<file path="src/rtl/bpt_pkg.sv">
package bpt_pkg;

   // counter slots inside the tracker
   localparam int SLOT_RAS = 0;
   localparam int SLOT_WR  = 1;
   localparam int SLOT_RP  = 2;
   localparam int N_SLOTS  = 3;

   // write recovery start offsets past write latency, in clocks
   localparam int WR_OFS_LONG  = 4;
   localparam int WR_OFS_SHORT = 2;

   // floor for the recovery count in DLL-off mode
   localparam int WR_DLLOFF_FLOOR = 4;

   typedef enum logic [1:0] {
      BURST_8      = 2'd0,
      CHOP4_FIXED  = 2'd1,
      CHOP4_OTF    = 2'd2
   } burst_kind_e;

   function automatic int ceil_div(input int num, input int den);
      return (num + den - 1) / den;
   endfunction

   function automatic int max_int(input int a, input int b);
      return (a > b) ? a : b;
   endfunction

   function automatic burst_kind_e classify_burst(input logic otf, input logic chop);
      if (!chop)      return BURST_8;
      else if (otf)   return CHOP4_OTF;
      else            return CHOP4_FIXED;
   endfunction

endpackage

</file>
<file path="src/rtl/bpt_sat_down.sv">
module bpt_sat_down #(
   parameter int W = 8
) (
   input  logic         clk,
   input  logic         rst,
   input  logic         load,
   input  logic [W-1:0] load_val,
   output logic [W-1:0] count,
   output logic         expired
);
   logic [W-1:0] cnt_q;

   always_ff @(posedge clk) begin
      if (rst)
         cnt_q <= '0;
      else if (load)
         cnt_q <= load_val;
      else if (cnt_q != '0)
         cnt_q <= cnt_q - 1'b1;
   end

   assign count   = cnt_q;
   assign expired = (cnt_q == '0);
endmodule

</file>
<file path="src/rtl/bpt_wr_load.sv">
module bpt_wr_load
   import bpt_pkg::*;
#(
   parameter int CNT_W       = 8,
   parameter int WL_W        = 4,
   parameter int N_WR        = 6,
   parameter int N_WR_DLLOFF = 4
) (
   input  logic [WL_W-1:0]  wr_lat,
   input  logic             bl_otf,
   input  logic             bc4,
   input  logic             dll_off,
   output logic [CNT_W-1:0] load_val
);
   burst_kind_e  kind;
   logic [CNT_W-1:0] ofs;
   logic [CNT_W-1:0] rec;

   always_comb begin
      kind = classify_burst(bl_otf, bc4);
      case (kind)
         CHOP4_FIXED: ofs = CNT_W'(WR_OFS_SHORT);
         default:     ofs = CNT_W'(WR_OFS_LONG);
      endcase
   end

   generate
      if (N_WR == N_WR_DLLOFF) begin : g_rec_single
         assign rec = CNT_W'(N_WR);
      end else begin : g_rec_mux
         assign rec = dll_off ? CNT_W'(N_WR_DLLOFF) : CNT_W'(N_WR);
      end
   endgenerate

   // counter expires on the edge before the first legal closing edge
   assign load_val = CNT_W'(wr_lat) + ofs + rec - CNT_W'(1);
endmodule

</file>
<file path="src/rtl/bank_pre_tracker.sv">
module bank_pre_tracker
   import bpt_pkg::*;
#(
   parameter int CLK_PS        = 2500,
   parameter int DLL_CLK_PS    = 8000,
   parameter int T_RP_PS       = 15000,
   parameter int T_RAS_PS      = 37500,
   parameter int T_WR_PS       = 15000,
   parameter int CNT_W         = 8,
   parameter int WL_W          = 4
) (
   input  logic            clk,
   input  logic            rst,
   input  logic            cmd_act,
   input  logic            cmd_rd,
   input  logic            cmd_wr,
   input  logic            cmd_pre,
   input  logic            cmd_ap,
   input  logic            bl_otf,
   input  logic            bc4,
   input  logic [WL_W-1:0] wr_lat,
   input  logic            dll_off,
   output logic            ipre_fire,
   output logic            act_ok,
   output logic            rw_ok,
   output logic            pre_ok,
   output logic            row_open,
   output logic            proto_err
);
   localparam int N_RP        = ceil_div(T_RP_PS, CLK_PS);
   localparam int N_RAS       = ceil_div(T_RAS_PS, CLK_PS);
   localparam int N_WR        = ceil_div(T_WR_PS, CLK_PS);
   localparam int N_WR_DLLOFF = max_int(WR_DLLOFF_FLOOR, ceil_div(15000, DLL_CLK_PS));
   localparam int MAX_WR_LOAD = (2**WL_W - 1) + WR_OFS_LONG + max_int(N_WR, N_WR_DLLOFF);

   // elaboration-time parameter checks
   generate
      if (CLK_PS <= 0 || DLL_CLK_PS <= 0) begin : g_bad_clk
         $error("bank_pre_tracker: clock periods must be positive");
      end
      if (N_RP < 1 || N_RAS < 1 || N_WR < 1) begin : g_bad_cnt
         $error("bank_pre_tracker: timing counts must be at least one clock");
      end
      if (MAX_WR_LOAD >= 2**CNT_W || N_RAS >= 2**CNT_W || N_RP >= 2**CNT_W) begin : g_bad_w
         $error("bank_pre_tracker: CNT_W too narrow for the timing counts");
      end
   endgenerate

   logic [CNT_W-1:0] ld_val  [N_SLOTS];
   logic [CNT_W-1:0] cnt_now [N_SLOTS];
   logic             ld      [N_SLOTS];
   logic             done    [N_SLOTS];

   logic [CNT_W-1:0] wr_ld_val;
   logic open_q, pend_q, err_q;
   logic fire, act_acc, rd_acc, wr_acc, pre_acc, refused;

   bpt_wr_load #(
      .CNT_W      (CNT_W),
      .WL_W       (WL_W),
      .N_WR       (N_WR),
      .N_WR_DLLOFF(N_WR_DLLOFF)
   ) u_wr_load (
      .wr_lat  (wr_lat),
      .bl_otf  (bl_otf),
      .bc4     (bc4),
      .dll_off (dll_off),
      .load_val(wr_ld_val)
   );

   // legality of each command class at the coming edge
   always_comb begin
      fire    = pend_q & done[SLOT_RAS] & done[SLOT_WR];
      act_ok  = ~open_q & done[SLOT_RP];
      rw_ok   = open_q & ~pend_q;
      pre_ok  = rw_ok & done[SLOT_RAS] & done[SLOT_WR];
      act_acc = cmd_act & act_ok;
      rd_acc  = cmd_rd & rw_ok;
      wr_acc  = cmd_wr & rw_ok;
      pre_acc = cmd_pre & pre_ok;
      refused = (cmd_act & ~act_ok) | ((cmd_rd | cmd_wr) & ~rw_ok);
   end

   always_comb begin
      ld[SLOT_RAS]     = act_acc;
      ld_val[SLOT_RAS] = CNT_W'(N_RAS - 1);
      ld[SLOT_WR]      = wr_acc;
      ld_val[SLOT_WR]  = wr_ld_val;
      ld[SLOT_RP]      = pre_acc | fire;
      ld_val[SLOT_RP]  = CNT_W'(N_RP - 1);
   end

   generate
      for (genvar s = 0; s < N_SLOTS; s++) begin : g_cnt
         bpt_sat_down #(.W(CNT_W)) u_cnt (
            .clk     (clk),
            .rst     (rst),
            .load    (ld[s]),
            .load_val(ld_val[s]),
            .count   (cnt_now[s]),
            .expired (done[s])
         );
      end
   endgenerate

   always_ff @(posedge clk) begin
      if (rst) begin
         open_q <= 1'b0;
         pend_q <= 1'b0;
         err_q  <= 1'b0;
      end else begin
         if (act_acc)
            open_q <= 1'b1;
         else if (pre_acc | fire)
            open_q <= 1'b0;

         if (fire)
            pend_q <= 1'b0;
         else if ((rd_acc | wr_acc) & cmd_ap)
            pend_q <= 1'b1;

         if (refused)
            err_q <= 1'b1;
      end
   end

   assign ipre_fire = fire;
   assign row_open  = open_q;
   assign proto_err = err_q;
endmodule

</file>
<file path="config.mk">
export PLATFORM = sky130hd
export DESIGN_NAME = bank_pre_tracker
export DESIGN_NICKNAME = d
export VERILOG_FILES = /design/src/rtl/bpt_pkg.sv /design/src/rtl/bpt_sat_down.sv /design/src/rtl/bpt_wr_load.sv /design/src/rtl/bank_pre_tracker.sv
export SDC_FILE = /design/constraint.sdc
export NUM_CORES = 1
export LEC_CHECK = 0
export BUFFER_PORTS_ARGS = -buffer_cell sky130_fd_sc_hd__buf_2
export CAP_MARGIN = 20
export CORE_MARGIN = 2
export CORE_UTILIZATION = 57
export DETAILED_ROUTE_END_ITERATION = 8
export PLACE_DENSITY_LB_ADDON = 0.15
export SETUP_SLACK_MARGIN = 0.4
export SYNTH_ARGS = -nofsm -noshare
export SYNTH_HDL_FRONTEND = slang
export SYNTH_SLANG_ARGS = --single-unit
export TNS_END_PERCENT = 50
</file>
<file path="constraint.sdc">
create_clock -name clk -period 2.25 [get_ports clk]
set_clock_uncertainty 0.05 [all_clocks]
set_input_delay 0.1125 -clock clk [delete_from_list [all_inputs] [get_ports clk]]
set_output_delay 0.1125 -clock clk [all_outputs]
set_load 0.005 [all_outputs]
</file>
[Word-level counts from Yosys, hierarchy flattened]
Index checks and enable logic that the tools add are counted.
Storage, ports and cells
  register bits after elaboration: 27
  input bits: 14
  output and inout port bits: 6
  word-level logic and storage cells: 61
Cells by class
  $add $sub $neg: 6
  eq/ne operators: 1
  mux-type cells: 12
  bitwise logic cells: 21
  reduce and logical (&&, ||, !) cells: 13
Operators with widths (number)
  subtractor 8 x 1 -> 8 bit (second input constant): 4
  logical NOT 8 bit: 3
  nonzero test 8 bit: 3
  2-to-1 mux 8 bit: 2
  bitwise AND 1 bit: 13
  2-to-1 mux 3 bit: 3
  adder 8 bit: 1
  2-to-1 mux 4 bit: 2
  nonzero test 2 bit: 4
  2-to-1 mux 2 bit: 3
  OR reduction 2 bit: 3
  adder 4 x 3 -> 5 bit: 1
  NOT 1 bit: 4
  OR 1 bit: 4
  equality test 2 x 1 -> 1 bit (second input constant): 1
  2-to-1 mux 1 bit: 2

[Depth between registers and ports, before layout]
Gate-level depths: netlist of run 1.
  depth after elaboration: 8
  gate-level depth with buffers: 9
  gate-level depth less buffers: 9

[Hierarchy]
From an unflattened synthesis of run 1, not the netlist that was laid out.
Unflattened totals
  cell total of the unflattened synthesis: 213
  area, all modules: 1834.3 um^2
Modules (own cells, without submodules)
  bpt_sat_down: instances 3, cells an instance 53, area an instance 475.5 um^2, seq. area each 160.2 um^2
  bpt_wr_load: instances 1, cells an instance 28, area an instance 222.7 um^2, seq. area each 0.0 um^2
  bank_pre_tracker: instances 1, cells an instance 26, area an instance 185.2 um^2, seq. area each 60.1 um^2

[Least setup slack after synthesis of run 1]
Ideal clock, no wire load.
  path type: input-to-reg
  start: input port bc4
  end: register g_cnt[1].u_cnt.cnt_q[5]
  setup time: 92 ps
  data arrival time: 1942 ps
  data required time: 2108 ps
  slack: 166 ps
  cell stages on the path: 6
  buffers on the path: 0
  cell sequence: nor2b_1 -> nand2_1 -> fa_1 -> fa_1 -> o41a_1 -> o32ai_1
On the way
  longest elaborated chain between the ends: 7
Ends and longest elaborated chain
  from (decl): line bank_pre_tracker.sv:20  | input logic bc4,
  2-to-1 mux 2 bit: line bpt_pkg.sv:31  | if (!chop) return BURST_8;
  equality test 2 x 1 -> 1 bit: line bpt_wr_load.sv:21  | case (kind)
  2-to-1 mux 3 bit: line bpt_wr_load.sv:21
  adder 4 x 3 -> 5 bit: line bpt_wr_load.sv:36  | assign load_val = CNT_W'(wr_lat) + ofs + rec - CNT_W'(1);
  adder 8 bit: line bpt_wr_load.sv:36
  subtractor 8 x 1 -> 8 bit: line bpt_wr_load.sv:36
  2-to-1 mux 8 bit: line bpt_sat_down.sv:16  | else if (load)
  to (signal assigned): line bpt_sat_down.sv:17  | cnt_q <= load_val;
  to (signal assigned): line bpt_sat_down.sv:19  | cnt_q <= cnt_q - 1'b1;
  to (decl): line bpt_sat_down.sv:11  | logic [W-1:0] cnt_q;
No other way between the ends.
A chain may end at the register's enable or synchronous reset.

[Final worst setup path of run 1]
  start: input port bc4
  end: register g_cnt[1].u_cnt.cnt_q[4]
The elaborated chain is that of the path after synthesis.

==> results.txt, run 1 <==
Summing all flip-flop and latch instances after layout gives 549 um^2. At the worst endpoint, the arrival time is 2.03 ns. The tools report the starting density of the core as 59.2%.

After the last flow step, the layout net total stands at 252. The transition at the pin with the smallest max-transition slack came out at 0.412 ns. The finished layout holds 257 standard cells, fillers aside. For flop-to-flop paths, the worst setup slack is 0.46 ns. The number of I/O port buffers came out at 19.

The run gives 0 ns as the total negative setup slack. TritonCTS created 3 clock buffers. The critical path endpoint category was a flop.

Counting flops with an async set or reset pin after synthesis yields a share of 0%. The average footprint of a synthesized cell was 8.54 um^2; the post-DP HPWL was 2720 um. The worst register-to-register path has a depth of 7.

The endpoint identified for the worst register-to-register timing path is row_open. The synthesis warning total was 0; the DRC marker count from the first detailed-route iteration was 69. CTS placed an instance of sky130_fd_sc_hd__clkbuf_4 at the clock tree root. Compared with the post-synthesis result, the final layout area differs by 24.9%.

The first global-routing pass estimated 6510 um of wire. The later pin in the worst-skew pair is clocked with a latency of 0.33 ns. Highest net fanout along the worst path: 3. Share of synthesized area occupied by flip-flops and latches: 33.7%.

TritonCTS built the clock tree. In this run the worst setup path begins at bc4. The logs give 0.831 for the last weighted congestion value of the routability-driven placer and 0 for the number of maximum-capacitance violations. The tools report the count of H-tree levels built during CTS as 1. Setup repair after global routing could not meet its margin everywhere. The number of different library cells used by synthesis comes to 46. In this run the most critical hold path is launched from wr_lat[0].

The final total power came out at 2.97 mW. Entering global routing, the biggest net connects 21 pins. The tools report the number of pins with negative max-slew slack in the final report as 0.

Based on the critical path, the design can be clocked at up to 547 MHz. Summing all multi-input logic gate instances after layout gives 1070 um^2. In the final routed layout, each cell accounts on average for 15.0 um. The final critical path takes up 81.2% of the cycle. The number of hold-slack violations in the final timing report was 0. Category of the most critical setup path: in -> reg.

The repair_antennas step left the layout with diodes totalling 0. For the fill cell total of the finished layout, the log shows 219. The share of synthesized area in the top cell type comes to 33.7%. The highest ir drop seen on vdd is 1020 uV, and the required time of the worst setup path is 2.46 ns.

The number of global-route vias before repair was 1496; the row count was 19. The total instance count after detailed placement was 238. Walking the worst path, the cells encountered are buf_2, nor2b_4, buf_4, fa_2, inv_1, ha_1, a21oi_1, nor2_1, xor2_1, a221oi_1. Counting every net in the synthesized netlist gives 213. The routed layout has 1478 vias. On the critical path, the stage with the largest delay is an instance of sky130_fd_sc_hd__fa_2. The synthesized design contains 27 register bits.

The die covers 3260 um^2. In the final layout, the share of cells above drive strength 1 is 28.8%. In this run the deepest clock path goes through 2 buffers. Average via count per standard cell: 5.75. Leaving out fill and tap cells, the most frequent cell in the layout is sky130_fd_sc_hd__dfxtp_1. In the routed design, unresolved DRC markers number 0.

Yosys attributes the largest share of cell area to sky130_fd_sc_hd__dfxtp_1 (34%), sky130_fd_sc_hd__ha_1 (7.0%), sky130_fd_sc_hd__nor2_1 (4.9%). The worst hold path passes through 3 cells. Number of cells produced by synthesis: 188. Number of antenna violations at the first check in global routing: 0.

Measured along the x axis, the die boundary spans 57.1 um. The tools report the reg-to-reg critical path startpoint as g_cnt[0].u_cnt.count[0]. After global routing the overflow that remains totals 0.

For this design the ratio of total power to cell area is 1480 nW/um^2. The most used flip-flop cell after synthesis is sky130_fd_sc_hd__dfxtp_1. After clock tree synthesis, the clock-pin slew on the worst setup and hold paths is 0.17 ns. The synthesized design contains 0 enable-type register cells. In the layout the commonest cells are sky130_fd_sc_hd__dfxtp_1 (22), sky130_fd_sc_hd__nor2_1 (21), sky130_fd_sc_hd__buf_2 (19), sky130_fd_sc_hd__inv_1 (16), sky130_fd_sc_hd__buf_4 (15).

The worst hold path terminates at g_cnt[1].u_cnt.count[0]. The clock net in this run drives a total of 27 sinks. 20 I/O pins were placed.

The biggest area contributor in the post-synthesis netlist is sky130_fd_sc_hd__dfxtp_1. The flow ran to the end, and the final reports show no timing, DRC or antenna violations. In this run the tightest slew margin relative to its limit is 72.1%. The tools report the leakage power total as 0.862 nW. The largest stage delay on the critical path is 0.56 ns, and the total routing usage reported by global routing is 25.2%. After floorplanning, the core was sized to cover 2710 um^2. STA classifies the critical path startpoint as a primary input. The die extent in y is 57.1 um. Setup violations remaining at the end of the flow were counted as 0.

The worst path needs 1.83 ns of the cycle, external delays included. The tools report the first-pass iteration count of the detailed router as 4. Class of the tightest hold or removal check: in -> reg. The detail route stage leaves a number of antenna-violating nets equal to 0. The tools report the synthesized cell area as 1610 um^2.

The final layout contains routed wiring with a total length of 3850 um.
## worst max-delay path: cells and delay by family
| kind | cells | cell delay (ns) |
|---|---|---|
| and+or+nand+nor | 2 | 0.20 |
| adders and majority gates | 2 | 0.84 |
| xor gates and xnor gates | 1 | 0.15 |
| AOI/OAI and AO/OA | 2 | 0.43 |
| buffers and inverters | 3 | 0.30 |
## final cells by class
| cell class | instances | area share [%] |
|---|---|---|
| Multi-Input combinational cell | 139 | 53.6 |
| Timing Repair Buffer | 37 | 11.9 |
| Clock buffer | 3 | 1.12 |
| Tap cell | 31 | 1.94 |
| Inverter | 19 | 3.68 |
| Clock inverter | 1 | 0.375 |
| Sequential cell | 27 | 27.4 |
## state kept, by name, indices dropped and copies added, names as in the netlist
name,flops
g_cnt.u_cnt.count,24
pend_q,1
proto_err,1
row_open,1
## cells by family after synthesis
group | synth area share, %
buffers and inverters | 5.14
adders and majority gates | 9.51
DFF | 33.7
AOI/OAI and AO/OA | 15.2
and+or+nand+nor | 25.7
muxes | 2.57
xor gates and xnor gates | 8.18
## synthesized netlist by cell type, types with 2 or more instances
cell                       instances
sky130_fd_sc_hd__nor2_1           21
sky130_fd_sc_hd__mux2i_1           3
sky130_fd_sc_hd__fa_1              2
sky130_fd_sc_hd__nand2_1          12
sky130_fd_sc_hd__nor4_1            2
sky130_fd_sc_hd__dfxtp_1          27
sky130_fd_sc_hd__inv_1            19
sky130_fd_sc_hd__xnor2_1           9
sky130_fd_sc_hd__o31ai_1           2
sky130_fd_sc_hd__a31oi_1           3
sky130_fd_sc_hd__xor2_1            6
sky130_fd_sc_hd__o21ai_0           4
sky130_fd_sc_hd__nor3_1           12
sky130_fd_sc_hd__nand3b_1          2
sky130_fd_sc_hd__a21o_1            2
sky130_fd_sc_hd__nor4b_1           2
sky130_fd_sc_hd__nand4b_1          2
sky130_fd_sc_hd__nand2b_1          3
sky130_fd_sc_hd__a21oi_1          13
sky130_fd_sc_hd__nor3b_1           2
sky130_fd_sc_hd__nand2_2           2
sky130_fd_sc_hd__a211oi_1          4
sky130_fd_sc_hd__clkbuf_1          3
sky130_fd_sc_hd__ha_1              9
## routing by layer
layer  track usage, %  vias up  wire [um]
met5                0        -          0
met4             9.97        0         70
met3             3.40        8        126
met2             46.5       33       2100
met1             29.2      698       1550
li1                 -      739          -
## power breakdown
part           leakage, nW  switching (mW)  internal (mW)  total, mW
clock network       0.0139           0.157         0.0679      0.225
registers            0.224           0.236          0.677      0.913
logic                0.624           0.874          0.963       1.84
total                0.862            1.27           1.71       2.97
## worst max-delay path by stage
stage	cells after the start	end	slack, ns
floorplan	6	g_cnt[1].u_cnt.count[5]	0.32
global placement	10	g_cnt[1].u_cnt.count[4]	0.17
detailed placement	10	g_cnt[1].u_cnt.count[4]	0.05
CTS	6	pre_ok	0.39
global route	6	pre_ok	0.35
finish	10	g_cnt[1].u_cnt.count[4]	0.42
## per-stage QoR
| stage | utilization, % | hold WS (ns) | worst slack, ns | cell area [um^2] |
|---|---|---|---|---|
| after detailed placement | 64.9 | 0.324 | 0.0550 | 1760 |
| after global placement | 64.9 | 0.312 | 0.174 | 1760 |
| final | 74.0 | 0.0521 | 0.423 | 2000 |
| after CTS | 71.0 | 0.0455 | 0.390 | 1920 |
| after global routing | 74.0 | 0.0405 | 0.354 | 2000 |
| after floorplan | - | 0.203 | 0.317 | 1610 |
## timing repair
| action | 4_1_cts | 5_1_grt |
|---|---|---|
| pin swaps | 2 | 4 |
| gates resized for setup | 15 | 12 |
| endpoints found under the hold margin | 2 | 0 |
| hold buffers | 2 | 0 |
| buffers inserted | 7 | 6 |
| gates cloned | 0 | 0 |
| setup endpoints to repair | 14 | 7 |
(Power assumes the default switching activity.)
==> run 2, diff against run 1 <==
Settings changed: CORE_UTILIZATION 57 to 51.
Clock period 2.25 ns to 1.6 ns, I/O delays scaled along.
==> run 2 against run 1 <==
Compared with the run above:
- sequential power grew 39%
- final area grew 24%
- sequential cell count is the same
- global-route usage shrank 0.20 points
- total power grew 75%
- die area grew 11%
- the run now ends with setup timing left
- cell count grew 17%
- register-to-register slack lost 0.58 ns
- combinational power grew 97%
- utilization grew 8.0 points
==> results.txt, run 2 (synthesized netlist as in run 1, its figures left out) <==
The required time of the worst setup path is 1.47 ns. The clock edge transition at the registers on the reported setup and hold paths was 0.15 ns; the final total power was 5.20 mW. The slack of the critical path is -0.146 ns.

The critical path in this run is classified as reg -> out. Fill cells in the final layout number 173. The width of the die came out at 60.1 um. Reg-to-reg critical path startpoint: g_cnt[1].u_cnt.count[3].

The cell area power density came out at 2090 nW/um^2. The worst reg-to-reg setup slack is -0.12 ns. TritonCTS built the clock tree. The top cell types in the final layout, fill and taps aside, are sky130_fd_sc_hd__buf_4 (34), sky130_fd_sc_hd__nor2_1 (20), sky130_fd_sc_hd__dfxtp_1 (18), sky130_fd_sc_hd__buf_2 (17).

The die covers 3610 um^2. In this run the standard cell core region covers 3030 um^2. Buffers placed on the I/O ports in this run total 19. Setup repair after global routing could not meet its margin everywhere. The number of cells on the worst reg-to-reg path is 4.

After layout, the minimum clock period comes to 1.75 ns. The later pin in the worst-skew pair is clocked with a latency of 0.33 ns. The tools report the number of vias after detailed routing as 1673. Entering global routing, the biggest net connects 16 pins. The post-synthesis to final-layout area growth was 54.6%; the number of global-route vias before repair was 1602. Setup violations remaining at the end of the flow were counted as 15. The worst register-to-register path ends at g_cnt[1].u_cnt.count[5]. The floorplan has 20 rows. The final layout contains 282 nets. The logs give 0 for the number of antenna violations at the first check in global routing and 0 for the number of nets with antenna violations after detailed routing. Counting the buffers created by CTS gives 3.

Once placement completed, the tool counted placed cells totaling 269. The highest net fanout along the worst path came out at 4. Most common library cell in the layout ignoring fill and taps: sky130_fd_sc_hd__buf_4.

Summed over all layers, the global routing overflow is 0. For this design the top-level I/O count stands at 20. The tools report the destination of the critical timing path as pre_ok. For the data arrival time of the critical path, the log shows 1.62 ns. Detailed placement finished with a half-perimeter wire length of 2890 um. The first global-routing pass estimated 6830 um of wire. The run gives 1.06 nW as the leakage power total.

At the pin with the least slew margin, the transition time is 0.386 ns. Global routing used 25.0% of the available tracks. Buffer type at the clock tree root: sky130_fd_sc_hd__clkbuf_4.

The worst-case clock buffer depth was 2. The share of the cycle needed by the critical path after routing is 109%. The number of hold-slack violations in the final timing report came out at 0.

The worst setup path is captured at an output port. The average via count per standard cell came out at 5.58. The number of inserted diodes was 0.

Class of the tightest hold or removal check: in -> reg. The average wire per standard cell works out to 15.0 um. STA classifies the critical path startpoint as a flop. Max-cap violations in this run came to 0. The run gives 1 as the count of H-tree levels built during CTS. Derived from the worst setup path, the maximum achievable clock frequency is 573 MHz. The sum of routed wire length over all layers was 4510 um; the total number of clock tree sinks was 27. The register with the most flip-flops in the layout has 24 of them.

The critical path starts at g_cnt[1].u_cnt.count[1]. The flow ran to the end, but the final reports show violations. The number of pins with negative max-slew slack in the final report was 0; the ratio of cells with drive above 1 in the final layout was 47.7%. The congestion estimate from routability-driven global placement came to 0.861.

After detailed routing, the number of remaining DRC violations is 0. For this configuration, the core starts out at a cell density of 53.0%. The first-pass iteration count of the detailed router is 4.

The count of cells in the finished layout, fillers not included, comes to 300. Measured along the y axis, the die boundary spans 60.1 um. The run gives 73.9% as the headroom to the max-slew limit.

For the highest ir drop seen on vdd, the log shows 1050 uV. The DRC marker count from the first detailed-route iteration is 78. The checks that failed: setup timing.
==> run 2: cell types whose count changed in the layout (fill, tap and decap cells not counted), sizes merged <==
cell | previous run | this run
buf | 35 | 63
clkinvlp | 1 | 0
clkbuf | 3 | 4
dlygate4sd3 | 2 | 4
==> run 2: repair_timing <==
item	CTS	global route
cloned	0	0
resized for setup	28	16
endpoints found under the setup margin	31	32
hold buffers	4	0
setup buffers	19	4
endpoints found under the hold margin	5	0
pin swaps	23	18
==> run 2: metrics by stage <==
stage / setup TNS [ns] / cell area [um^2] / setup slack, ns / utilization, % / hold slack, ns
after detailed placement: -1.74 / 2050 / -0.522 / 67.6 / 0.284
after CTS: -0.925 / 2370 / -0.144 / 78.3 / 0.0840
after global routing: -2.10 / 2480 / -0.222 / 81.9 / 0.126
after global placement: -1.39 / 2050 / -0.437 / 67.6 / 0.279
final: -0.876 / 2480 / -0.146 / 81.9 / 0.0762
after floorplan: -0.738 / 1750 / -0.280 / - / 0.170
==> run 2: worst min path at each step <==
stage                 from         to  slack, ns  cells past startpoint
detailed placement  cmd_ap     pend_q       0.28                      3
finish              cmd_rd  proto_err       0.08                      5
floorplan           cmd_ap     pend_q       0.17                      2
global route        cmd_rd  proto_err       0.13                      5
CTS                 cmd_rd  proto_err       0.08                      5
global placement    cmd_ap     pend_q       0.28                      3
==> run 2: routing by layer <==
layer | vias up | part of all wire [%] | GRT usage [%]
met2 | 50 | 56 | 48.0
met1 | 809 | 39 | 28.0
li1 | 806 | - | -
met3 | 8 | 3.6 | 2.60
met4 | 0 | 1.4 | 8.57
met5 | - | 0 | 0
==> run 2: worst max-delay path, stage by stage (launching register included) <==
cell and delay [ns]:
sky130_fd_sc_hd__dfxtp_2 0.36, sky130_fd_sc_hd__inv_2 0.07, sky130_fd_sc_hd__ha_4 0.13, sky130_fd_sc_hd__nor3b_4 0.24, sky130_fd_sc_hd__nand2_4 0.08, sky130_fd_sc_hd__buf_8 0.13
sky130_fd_sc_hd__nor3_2 0.15, sky130_fd_sc_hd__buf_2 0.13
==> run 2: final cells by class <==
type	instances	area [um^2]	area share (%)
Tap cell	44	55.1	2.22
Clock buffer	4	26.3	1.06
Sequential cell	27	559	22.5
Inverter	19	78.8	3.18
Timing Repair Buffer	67	519	20.9
Multi-Input combinational cell	139	1240	50.1
==> run 2: power breakdown <==
part	switching (mW)	internal [mW]	leakage [nW]
logic	1.66	1.96	0.823
clock network	0.209	0.0981	0.0150
registers	0.303	0.968	0.226
==> run 3, diff against run 2 <==
Settings changed: SETUP_SLACK_MARGIN 0.4 to 0.5, TNS_END_PERCENT 50 to unset.
==> run 3 against run 2 <==
Compared with the run above:
- the flow still finishes with violations (setup timing)
- combinational power is 18% higher
- maximum frequency is 1.9% lower
- sequential share of layout area is 0.71 points lower
- worst setup slack worse by 0.033 ns
- sequential cell count stayed put
- final area is 4.6% higher
==> results.txt, run 3 (synthesized netlist as in run 1, its figures left out) <==
Setup violations remaining at the end of the flow were counted as 19. The post-DP HPWL was 3040 um; the final cell count without fillers was 302. The run gives 0 as the number of design rule violations left after detail routing. For the worst flop-to-flop path, the logic depth is 5. The row count was 20.

Count of H-tree levels built during CTS: 1. After layout, the design draws a total of 5.89 mW. The die is 60.1 um wide. The slack of the critical path was -0.179 ns. VDD sags by at most 1360 uV. The share of the cycle needed by the critical path after routing was 111%; the starting density of the core was 53.0%. The run gives 3030 um^2 as the core region area. In this run the worst hold path is classified as in -> reg. For the worst setup path, the data arrival time is 1.65 ns. For this run, the post-layout net count is 284.

The number of antenna violations at the first check in global routing is 0. Leaving out fill and tap cells, the most frequent cells in the layout are sky130_fd_sc_hd__buf_4 (32), sky130_fd_sc_hd__nor2_1 (17), sky130_fd_sc_hd__buf_2 (17), sky130_fd_sc_hd__dfxtp_1 (16), sky130_fd_sc_hd__buf_6 (15). The register with the most flip-flops in the layout has 24 of them. The die is 60.1 um tall. The ratio of cells with drive above 1 in the final layout is 53.1%. The logs give 1737 for the number of vias after detailed routing and 0.873 for the last weighted congestion value of the routability-driven placer. The logs give 15 for the pin count of the biggest net entering global routing and 0.33 ns for the clock insertion delay at the later pin of the skew report. Leaving out fill and tap cells, the most frequent cell in the layout is sky130_fd_sc_hd__buf_4. Summed over all layers, the global routing overflow is 0. In this run the remaining antenna-violating nets after routing total 0. The tools report the DRC marker count from the first detailed-route iteration as 93. For this block, the routed nets add up to 5290 um of wire.

The tools report the origin of the worst min-delay path as wr_lat[0]. Cell area power density: 2270 nW/um^2. The number of pins with negative max-slew slack in the final report was 0.

The upper clock frequency limit is 562 MHz, and the first-pass iteration count of the detailed router is 4. The tool flagged a number of max-cap violations equal to 0. The critical path endpoint category is an output port.

The worst register-to-register path ends at g_cnt[1].u_cnt.count[5]. Port buffering added 19 buffers. After detailed routing, the average wire length per cell comes to 17.5 um.

The transition at the pin with the smallest max-transition slack was 0.356 ns. The number of antenna diodes in the final layout is 0. Counting instances, the worst hold path has a depth of 3. In this run the clock root is driven by a sky130_fd_sc_hd__clkbuf_4. The first global-routing pass estimated 7720 um of wire. The required time of the worst setup path was 1.47 ns; the number of I/O pins was 20. The flow ran to the end, but the final reports show violations. The total routing usage reported by global routing was 29.1%.

TritonCTS built the clock tree. The logs give 3 for the total clock buffers created by CTS and -0.17 ns for the worst reg-to-reg setup slack. The number of global-route vias before repair was 1681. The layout has 157 filler cells. The worst setup path is launched from a flop. The final reports fail on setup timing. Headroom to the max-slew limit came out at 76.0%. The floorplan step defined a die boundary enclosing 3610 um^2. The path with the worst hold slack has its endpoint at g_cnt[1].u_cnt.count[0].

The area growth from synthesis to layout is 61.7%. The average via count per standard cell came out at 5.75. The worst setup slack before clock tree synthesis came out at -0.531 ns.

The post-route minimum period came out at 1.78 ns. Final hold analysis gives a worst-case slack of 0.0102 ns. In this run the worst path has a maximum fanout of 4. The startpoint identified for the worst register-to-register timing path is g_cnt[1].u_cnt.count[0].

The run gives 1.11 nW as the leakage power total. Clock-pin slew was measured on the worst setup and hold paths at 0.15 ns. Total number of clock tree sinks: 27. The number of placed instances, taps included, is 269. For the number of hold-slack violations in the final timing report, the log shows 0. The run gives 2 as the worst-case clock buffer depth. The category of the most critical setup path was reg -> out.

Setup repair after global routing could not meet its margin everywhere. Measured on the finished design, the core utilization comes to 85.7%.
run 3: layout make-up:
class / instances / area (um^2) / area share (%)
Multi-Input combinational cell: 139 / 1310 / 50.5
Timing Repair Buffer: 69 / 559 / 21.5
Sequential cell: 27 / 567 / 21.8
Inverter: 19 / 78.8 / 3.04
Tap cell: 44 / 55.1 / 2.12
Clock buffer: 4 / 26.3 / 1.01
run 3: routing by layer:
metal	vias to the layer above	track usage, %	wire length, um	part of all wire, %
met5	-	0	0	0
met4	0	12.1	138	2.6
met3	15	4.11	260	4.9
met2	56	56.2	2860	54
met1	854	30.9	2020	38
li1	812	-	-	-
run 3: power breakdown:
group	leakage, nW	switching [mW]	internal (mW)
clock	0.0150	0.210	0.0978
combinational	0.872	1.98	2.29
sequential	0.228	0.325	0.982
run 3: critical path: stages, from the launching register on:
cell and delay, ns:
sky130_fd_sc_hd__dfxtp_2 0.37, sky130_fd_sc_hd__inv_2 0.07, sky130_fd_sc_hd__ha_4 0.13, sky130_fd_sc_hd__nor3b_4 0.24, sky130_fd_sc_hd__nand2_4 0.08, sky130_fd_sc_hd__buf_8 0.14
sky130_fd_sc_hd__nor3_2 0.14, sky130_fd_sc_hd__buf_2 0.14
run 3: worst max-delay path by stage:
stage	endpoint	from
after CTS	ipre_fire	g_cnt[1].u_cnt.count[0]
after global routing	ipre_fire	g_cnt[1].u_cnt.count[1]
final	ipre_fire	g_cnt[1].u_cnt.count[1]
after global placement	g_cnt[1].u_cnt.count[4]	bl_otf
after floorplan	g_cnt[1].u_cnt.count[5]	bc4
after detailed placement	g_cnt[1].u_cnt.count[5]	bc4
run 3: repair_timing:
item | 4_1_cts | 5_1_grt
gates cloned | 0 | 0
setup endpoints to repair | 31 | 32
hold buffers | 2 | 0
resized for setup | 36 | 25
setup buffers | 19 | 8
hold endpoints to repair | 2 | 0
pin swaps | 25 | 12
run 3: stage by stage:
step           cell area, um^2  TNS [ns]
6_report                  2600     -1.93
5_1_grt                   2600     -3.21
4_1_cts                   2420     -1.39
3_3_place_gp              2090     -1.34
3_5_place_dp              2090     -1.79
2_1_floorplan             1800    -0.748
